<file path="src/rtl/pit_pkg.sv">
// Package: shared mode encoding and mode-code normalisation for the timer channel.
// Assumes a 3-bit mode field; codes 6 and 7 alias modes 2 and 3.
package pit_pkg;

    typedef enum logic [2:0] {
        M_ONESHOT      = 3'd0,
        M_TRIG_ONESHOT = 3'd1,
        M_RATE         = 3'd2,
        M_SQUARE       = 3'd3,
        M_SW_STROBE    = 3'd4,
        M_HW_STROBE    = 3'd5
    } pit_mode_e;

    // Map a raw mode code onto one of the six modes.
    function automatic pit_mode_e pit_norm_mode(input logic [2:0] raw);
        if (raw[1]) begin
            return pit_mode_e'({1'b0, raw[1:0]});
        end
        return pit_mode_e'(raw);
    endfunction

endpackage

</file>
<file path="src/rtl/pit_decrementer.sv">
// Module: combinational down-step of the count by one or two,
// in binary or in packed decimal digits with borrow between digits.
// Assumes CNT_W is a multiple of four and decimal inputs hold valid digits.
module pit_decrementer #(
    parameter int CNT_W = 16
) (
    input  logic [CNT_W-1:0] value,
    input  logic             step2,
    input  logic             bcd,
    output logic [CNT_W-1:0] result
);
    localparam int DIGITS = CNT_W / 4;

    logic [CNT_W-1:0] bin_res;
    logic [CNT_W-1:0] dec_res;
    logic [DIGITS-1:1] brw;

    // Binary wrap-around subtraction of one or two.
    assign bin_res = value - {{(CNT_W-2){1'b0}}, step2, ~step2};

    // One subtractor per decimal digit, borrow rippling upward.
    for (genvar g = 0; g < DIGITS; g++) begin : g_digit
        logic [1:0] sub;
        logic [4:0] diff;
        if (g == 0) begin : g_low
            assign sub = {step2, ~step2};
        end else begin : g_up
            assign sub = {1'b0, brw[g]};
        end
        assign diff = {1'b0, value[4*g+3:4*g]} - {3'b000, sub};
        assign dec_res[4*g+3:4*g] = diff[4] ? (diff[3:0] + 4'd10) : diff[3:0];
        if (g < DIGITS - 1) begin : g_brw
            assign brw[g+1] = diff[4];
        end
    end

    // Pick the arithmetic for the active base.
    assign result = bcd ? dec_res : bin_res;

endmodule

</file>
<file path="src/rtl/pit_gate_edge.sv">
// Module: detects rising edges of the gate and holds a trigger until the next tick.
// Assumes gate is already synchronous to clk; a write discards any held trigger.
module pit_gate_edge (
    input  logic clk,
    input  logic rst_n,
    input  logic gate,
    input  logic tick,
    input  logic load_en,
    output logic trig
);
    logic gate_q;
    logic pend_q;
    logic rise;

    assign rise = gate & ~gate_q;
    assign trig = pend_q | rise;

    // Remember the previous gate level.
    always_ff @(posedge clk) begin
        if (!rst_n) gate_q <= 1'b0;
        else        gate_q <= gate;
    end

    // Hold a trigger until a tick consumes it or a write clears it.
    always_ff @(posedge clk) begin
        if (!rst_n)                pend_q <= 1'b0;
        else if (load_en || tick)  pend_q <= 1'b0;
        else if (rise)             pend_q <= 1'b1;
    end

    p_trigger_held_r4: assert property (@(posedge clk) disable iff (!rst_n)
        (!load_en && !tick && gate && !gate_q) |=> pend_q);

    p_trigger_dropped_on_write_r2: assert property (@(posedge clk) disable iff (!rst_n)
        load_en |=> !pend_q);

endmodule

</file>
<file path="src/rtl/pit_counter_ctl.sv">
// Module: count register, output pin and loaded flag for all six modes.
// Assumes trig is a one-cycle-valid trigger from the gate edge unit and
// dec_res is this cycle's count minus one (minus two in mode 3).
module pit_counter_ctl
    import pit_pkg::*;
#(
    parameter int CNT_W = 16
) (
    input  logic             clk,
    input  logic             rst_n,
    input  logic             tick,
    input  logic             gate,
    input  logic             trig,
    input  logic             load_en,
    input  logic [CNT_W-1:0] load_count,
    input  logic [2:0]       load_mode,
    input  logic             load_bcd,
    input  logic [CNT_W-1:0] dec_res,
    output logic [CNT_W-1:0] cnt,
    output logic             step2,
    output logic             bcd,
    output logic             out_level,
    output logic             count_loaded
);
    localparam logic [CNT_W-1:0] ONE = CNT_W'(1);

    pit_mode_e        mode_q;
    pit_mode_e        new_mode;
    logic [CNT_W-1:0] cnt_q;
    logic [CNT_W-1:0] reload_q;
    logic [CNT_W-1:0] even_reload;
    logic             bcd_q;
    logic             out_q;
    logic             run_q;
    logic             loaded_q;
    logic             hold_q;
    logic             dec_zero;

    assign new_mode    = pit_norm_mode(load_mode);
    assign even_reload = {reload_q[CNT_W-1:1], 1'b0};
    assign dec_zero    = (dec_res == '0);

    assign cnt          = cnt_q;
    assign step2        = (mode_q == M_SQUARE);
    assign bcd          = bcd_q;
    assign out_level    = out_q;
    assign count_loaded = loaded_q;

    // Mode state machine: a write re-arms, otherwise ticks advance the mode.
    always_ff @(posedge clk) begin
        if (!rst_n) begin
            mode_q   <= M_ONESHOT;
            cnt_q    <= '0;
            reload_q <= '0;
            bcd_q    <= 1'b0;
            out_q    <= 1'b0;
            run_q    <= 1'b0;
            loaded_q <= 1'b0;
            hold_q   <= 1'b0;
        end else if (load_en) begin
            mode_q   <= new_mode;
            reload_q <= load_count;
            bcd_q    <= load_bcd;
            loaded_q <= 1'b1;
            hold_q   <= 1'b0;
            cnt_q    <= (new_mode == M_SQUARE) ? {load_count[CNT_W-1:1], 1'b0} : load_count;
            out_q    <= (new_mode != M_ONESHOT);
            run_q    <= (new_mode == M_ONESHOT) || (new_mode == M_RATE) ||
                        (new_mode == M_SQUARE)  || (new_mode == M_SW_STROBE);
        end else begin
            if (tick) begin
                case (mode_q)
                    M_ONESHOT: begin
                        if (run_q && gate) begin
                            cnt_q <= dec_res;
                            if (dec_zero) begin
                                out_q    <= 1'b1;
                                run_q    <= 1'b0;
                                loaded_q <= 1'b0;
                            end
                        end
                    end
                    M_TRIG_ONESHOT: begin
                        if (trig) begin
                            cnt_q <= reload_q;
                            out_q <= 1'b0;
                            run_q <= 1'b1;
                        end else if (run_q) begin
                            cnt_q <= dec_res;
                            if (dec_zero) begin
                                out_q    <= 1'b1;
                                run_q    <= 1'b0;
                                loaded_q <= 1'b0;
                            end
                        end
                    end
                    M_RATE: begin
                        if (gate) begin
                            if (cnt_q == ONE) begin
                                cnt_q <= reload_q;
                                out_q <= 1'b1;
                            end else begin
                                cnt_q <= dec_res;
                                if (dec_res == ONE) out_q <= 1'b0;
                            end
                        end
                    end
                    M_SQUARE: begin
                        if (gate) begin
                            if (hold_q) begin
                                hold_q <= 1'b0;
                                out_q  <= ~out_q;
                                cnt_q  <= even_reload;
                            end else begin
                                cnt_q <= dec_res;
                                if (dec_zero) begin
                                    if (out_q && reload_q[0]) begin
                                        hold_q <= 1'b1;
                                    end else begin
                                        out_q <= ~out_q;
                                        cnt_q <= even_reload;
                                    end
                                end
                            end
                        end
                    end
                    M_SW_STROBE: begin
                        if (!out_q) begin
                            out_q <= 1'b1;
                        end else if (run_q && gate) begin
                            cnt_q <= dec_res;
                            if (dec_zero) begin
                                out_q    <= 1'b0;
                                run_q    <= 1'b0;
                                loaded_q <= 1'b0;
                            end
                        end
                    end
                    M_HW_STROBE: begin
                        if (!out_q) begin
                            out_q <= 1'b1;
                        end else if (trig) begin
                            cnt_q <= reload_q;
                            run_q <= 1'b1;
                        end else if (run_q) begin
                            cnt_q <= dec_res;
                            if (dec_zero) begin
                                out_q    <= 1'b0;
                                run_q    <= 1'b0;
                                loaded_q <= 1'b0;
                            end
                        end
                    end
                    default: begin
                    end
                endcase
            end
            if (mode_q == M_RATE && !gate) out_q <= 1'b1;
        end
    end

    p_load_sets_flag_r2: assert property (@(posedge clk) disable iff (!rst_n)
        load_en |=> loaded_q);

    p_mode0_low_after_load_r3: assert property (@(posedge clk) disable iff (!rst_n)
        (load_en && new_mode == M_ONESHOT) |=> !out_q);

    p_count_frozen_gate_low_r3: assert property (@(posedge clk) disable iff (!rst_n)
        (!load_en && mode_q == M_ONESHOT && !gate) |=> $stable(cnt_q));

    p_rate_gate_low_high_r5: assert property (@(posedge clk) disable iff (!rst_n)
        (!load_en && mode_q == M_RATE && !gate) |=> out_q);

    p_strobe_one_tick_r8: assert property (@(posedge clk) disable iff (!rst_n)
        (!load_en && tick && !out_q && (mode_q == M_SW_STROBE || mode_q == M_HW_STROBE)) |=> out_q);

    p_flag_clear_oneshot_r12: assert property (@(posedge clk) disable iff (!rst_n)
        $fell(loaded_q) |-> (mode_q == M_ONESHOT || mode_q == M_TRIG_ONESHOT ||
                             mode_q == M_SW_STROBE || mode_q == M_HW_STROBE));

endmodule

</file>
<file path="src/rtl/pit_channel.sv">
// Module: top of one interval timer channel; joins gate edge capture,
// the decrementer and the mode controller.
// Assumes tick is a one-cycle strobe synchronous to clk.
module pit_channel
    import pit_pkg::*;
#(
    parameter int CNT_W = 16
) (
    input  logic             clk,
    input  logic             rst_n,
    input  logic             tick,
    input  logic             gate,
    input  logic             load_en,
    input  logic [CNT_W-1:0] load_count,
    input  logic [2:0]       load_mode,
    input  logic             load_bcd,
    output logic             out_level,
    output logic [CNT_W-1:0] count_value,
    output logic             count_loaded
);
    logic             trig;
    logic             step2;
    logic             bcd;
    logic [CNT_W-1:0] cnt;
    logic [CNT_W-1:0] dec_res;

    pit_gate_edge u_edge (
        .clk     (clk),
        .rst_n   (rst_n),
        .gate    (gate),
        .tick    (tick),
        .load_en (load_en),
        .trig    (trig)
    );

    pit_decrementer #(.CNT_W(CNT_W)) u_dec (
        .value  (cnt),
        .step2  (step2),
        .bcd    (bcd),
        .result (dec_res)
    );

    pit_counter_ctl #(.CNT_W(CNT_W)) u_ctl (
        .clk          (clk),
        .rst_n        (rst_n),
        .tick         (tick),
        .gate         (gate),
        .trig         (trig),
        .load_en      (load_en),
        .load_count   (load_count),
        .load_mode    (load_mode),
        .load_bcd     (load_bcd),
        .dec_res      (dec_res),
        .cnt          (cnt),
        .step2        (step2),
        .bcd          (bcd),
        .out_level    (out_level),
        .count_loaded (count_loaded)
    );

    assign count_value = cnt;

endmodule

</file>
<file path="config.mk">
export PLATFORM = sky130hd
export DESIGN_NAME = pit_channel
export DESIGN_NICKNAME = d
export VERILOG_FILES = /design/src/rtl/pit_pkg.sv /design/src/rtl/pit_decrementer.sv /design/src/rtl/pit_gate_edge.sv /design/src/rtl/pit_counter_ctl.sv /design/src/rtl/pit_channel.sv
export SDC_FILE = /design/constraint.sdc
export NUM_CORES = 1
export LEC_CHECK = 0
export BUFFER_PORTS_ARGS = -buffer_cell sky130_fd_sc_hd__buf_2
export CORE_UTILIZATION = 59
export DETAILED_ROUTE_END_ITERATION = 10
export PLACE_DENSITY = 0.9
export SETUP_SLACK_MARGIN = 0.1
export SYNTH_ARGS = -nofsm -noshare
export SYNTH_HDL_FRONTEND = slang
export SYNTH_HIERARCHICAL = 1
export SYNTH_SLANG_ARGS = --single-unit
</file>
<file path="constraint.sdc">
create_clock -name clk -period 7.41 [get_ports clk]
set_input_delay 1.482 -clock clk [delete_from_list [all_inputs] [get_ports clk]]
set_output_delay 1.482 -clock clk [all_outputs]
set_load 0.1 [all_outputs]
</file>
==> impl_metrics.ini <==
[place]
post_dp_cell_area_um2 = 3640
port_buffers = 42
place_ws_ns = 0.484
gp_congestion = 0.933
dp.cells = 501
hpwl_um = 6530

[global_routing]
antenna_found_initial = 0
grt-ovfl-total = 0
grt_max_degree = 45
grt_usage = 0.299
first_global_vias = 3022
grt_first_pass_wirelength_um = 14800

[hold_path]
whs_path_depth = 1
hp-class = register to register

[power]
powerDensity_nw_per_um2 = 224
leakage_nw = 1.58
power_mw = 0.843
peakVddDrop_uv = 128

[cts]
cts_resized = 0
cts.sinks = 42
path_clk_slew_ns = 0.09
cts_buffer_depth = 2
cts_setup_buffers = 0
cts_max_level = 2
cts_tree = done
cts_buffers = 5
postCtsHoldBufs = 0
ctsRootBufferMaster = clkbuf_8
insertion_delay_ns = 0.30

[timing]
hold_ws_ns = 0.509
maxSlewHeadroom = 0.170
finalHoldViolations = 0
fin_skew_ns = 0.00856
period_needed_ns = 6.93
finalCritPeriodShare = 0.935
setup_viol = 0
finalWorstSetupSlack_ns = 0.485
worst_pin_slew_ns = 1.25
max_freq_mhz = 144
slew_viol_final = 0
rsz0062_at_grt = false
fin_tns_setup_ns = 0

[yosys]
synth_area_per_cell_um2 = 8.46
synth_area_leaders = dfxtp_1 (24%), mux2i_1 (6.0%), nor2b_1 (5.6%)
synth_seq_cells = 42
synth_most_common_cell = dfxtp_1
synthArstFlopShare = 0
syn_area_um2 = 3480
synth_fp_nets = 449
synth_cells = 411
ys_types = 72
synth_edf_count = 0
synth_common_cells = dfxtp_1 (42), nand2_1 (36), nor2b_1 (31)
synth_top_area_frac = 0.242
yosys.area.top_type = dfxtp_1
ys.flop_type = dfxtp_1
yosys_warnings = 6
yosysSeqAreaShare = 0.242

[final_layout]
final_util = 0.672
seqCellArea_um2 = 841
final_layout_size_suffix_gt1_frac = 0.218
fin_cells = 508
fin_area_um2 = 3770
fillers = 472
n_antenna_cell = 0
syn_to_final_growth_pct = 8.46
fin_nets = 474
multi_input_area_um2 = 2410

[die]
die_h_um = 78.8
dieArea_um2 = 6200
fp.dieW_um = 78.8
boundaryPins = 43
row_count = 27
core_um2 = 5610
initial_core_util = 0.620

[worst_setup_path]
reg2reg_setup_slack_ns = 0.48
required_ns = 7.61
r2r-start = u_ctl/mode_q[2]
cp-startpoint = u_ctl/mode_q[2]
crit_arrival_ns = 7.13
r2r_end = u_ctl/cnt[15]
worst_setup_path_end_kind = register
criticalPathCategory = register to register
ff2ff_path_depth = 26
cp-endpoint = u_ctl/cnt[15]
crit_fanout = 12
start_kind = register

[drt]
ant_nets = 0
drt_iter0_markers = 327
drc = 0
drtPass1Iterations = 5
via_count = 3431
vias_per_cell = 6.75
avgRoutedWirePerCell_um = 18.4
wl_um = 9340

[job]
maxCapViolCount = 0

[status]
status = completed
-- cell type report --
cell class	instances	area share
multi-input cells	319	0.640
flip-flops and latches	42	0.223
repair buffers	44	0.0597
inverters	24	0.0239
well taps	72	0.0239
clock buffers	6	0.0219
clock inverters	1	0.00796
-- report_power, final --
group          total [mW]  switching (mW)  internal (mW)
Combinational       0.369           0.245          0.125
Clock               0.187          0.0793          0.108
Sequential          0.287          0.0424          0.244
-- placed cells by master, fill, tap and decap left out, types with 3 or more instances in the layout --
cell | synthesis | layout
buf_2 | 3 | 42
dfxtp_1 | 42 | 42
nand2_1 | 36 | 36
nor2b_1 | 31 | 31
nor2_1 | 28 | 28
inv_1 | 24 | 24
mux2i_1 | 21 | 21
a211oi_1 | 18 | 18
a21oi_1 | 15 | 15
nor3_2 | 12 | 12
ha_1 | 12 | 12
o41ai_2 | 10 | 10
o21ai_0 | 9 | 9
nor4_1 | 8 | 8
o41ai_1 | 8 | 8
nand4_1 | 7 | 7
xnor2_1 | 7 | 7
clkbuf_8 | 0 | 6
a31oi_1 | 6 | 6
nand3_1 | 5 | 5
o211ai_1 | 5 | 5
nor3_1 | 5 | 5
nand2b_1 | 4 | 4
xor2_1 | 4 | 4
nor4b_1 | 3 | 3
nor4_4 | 3 | 3
nor3b_1 | 4 | 3
or3_1 | 3 | 3
-- worst min path at each step --
stage / from / to / slack, ns
after floorplan: u_edge/pend_q / u_edge/pend_q / 0.46
after global placement: u_ctl/count_loaded / u_ctl/count_loaded / 0.47
after detailed placement: u_edge/pend_q / u_edge/pend_q / 0.48
after CTS: u_edge/pend_q / u_edge/pend_q / 0.50
after global routing: u_edge/pend_q / u_edge/pend_q / 0.51
final: u_edge/pend_q / u_edge/pend_q / 0.51
-- cell families after synthesis --
kind of cell | Yosys count | share of synthesized area
XOR/XNOR | 11 | 0.0277
flip-flops | 42 | 0.242
AO/OA/AOI/OAI | 104 | 0.245
buffers and inverters | 50 | 0.0684
adder cells (fa/ha/maj) | 13 | 0.0489
multiplexers | 22 | 0.0637
AND/OR/NAND/NOR | 169 | 0.304
-- per-layer routing --
| metal | vias to the layer above | GRT usage | part of all wire |
|---|---|---|---|
| li1 | 1574 | - | - |
| met1 | 1601 | 0.410 | 0.43 |
| met2 | 224 | 0.477 | 0.45 |
| met3 | 32 | 0.0506 | 0.095 |
| met4 | 0 | 0.0926 | 0.024 |
| met5 | - | 0 | 0 |
-- worst max-delay path, cell delays in order, from the launching register on --
cell and delay, ns:
dfxtp_1 0.56, nand3b_1 0.26, inv_1 0.09, inv_1 0.14, ha_1 0.18, inv_1 0.05, fa_1 0.43, nor3_2 0.46
ha_1 0.26, ha_1 0.24, nor3b_1 0.37, ha_1 0.28, ha_1 0.25, nor3b_2 0.31, ha_1 0.28, nor2b_1 0.18
xnor2_1 0.08, ha_1 0.28, o211ai_1 0.09, a211o_1 0.32, o21ai_0 0.15, nor4_1 0.12, and4_1 0.32, a211oi_4 0.42
buf_4 0.32, nor3_2 0.07, o41ai_2 0.31
No activity file was read; power rests on OpenSTA's default activity.
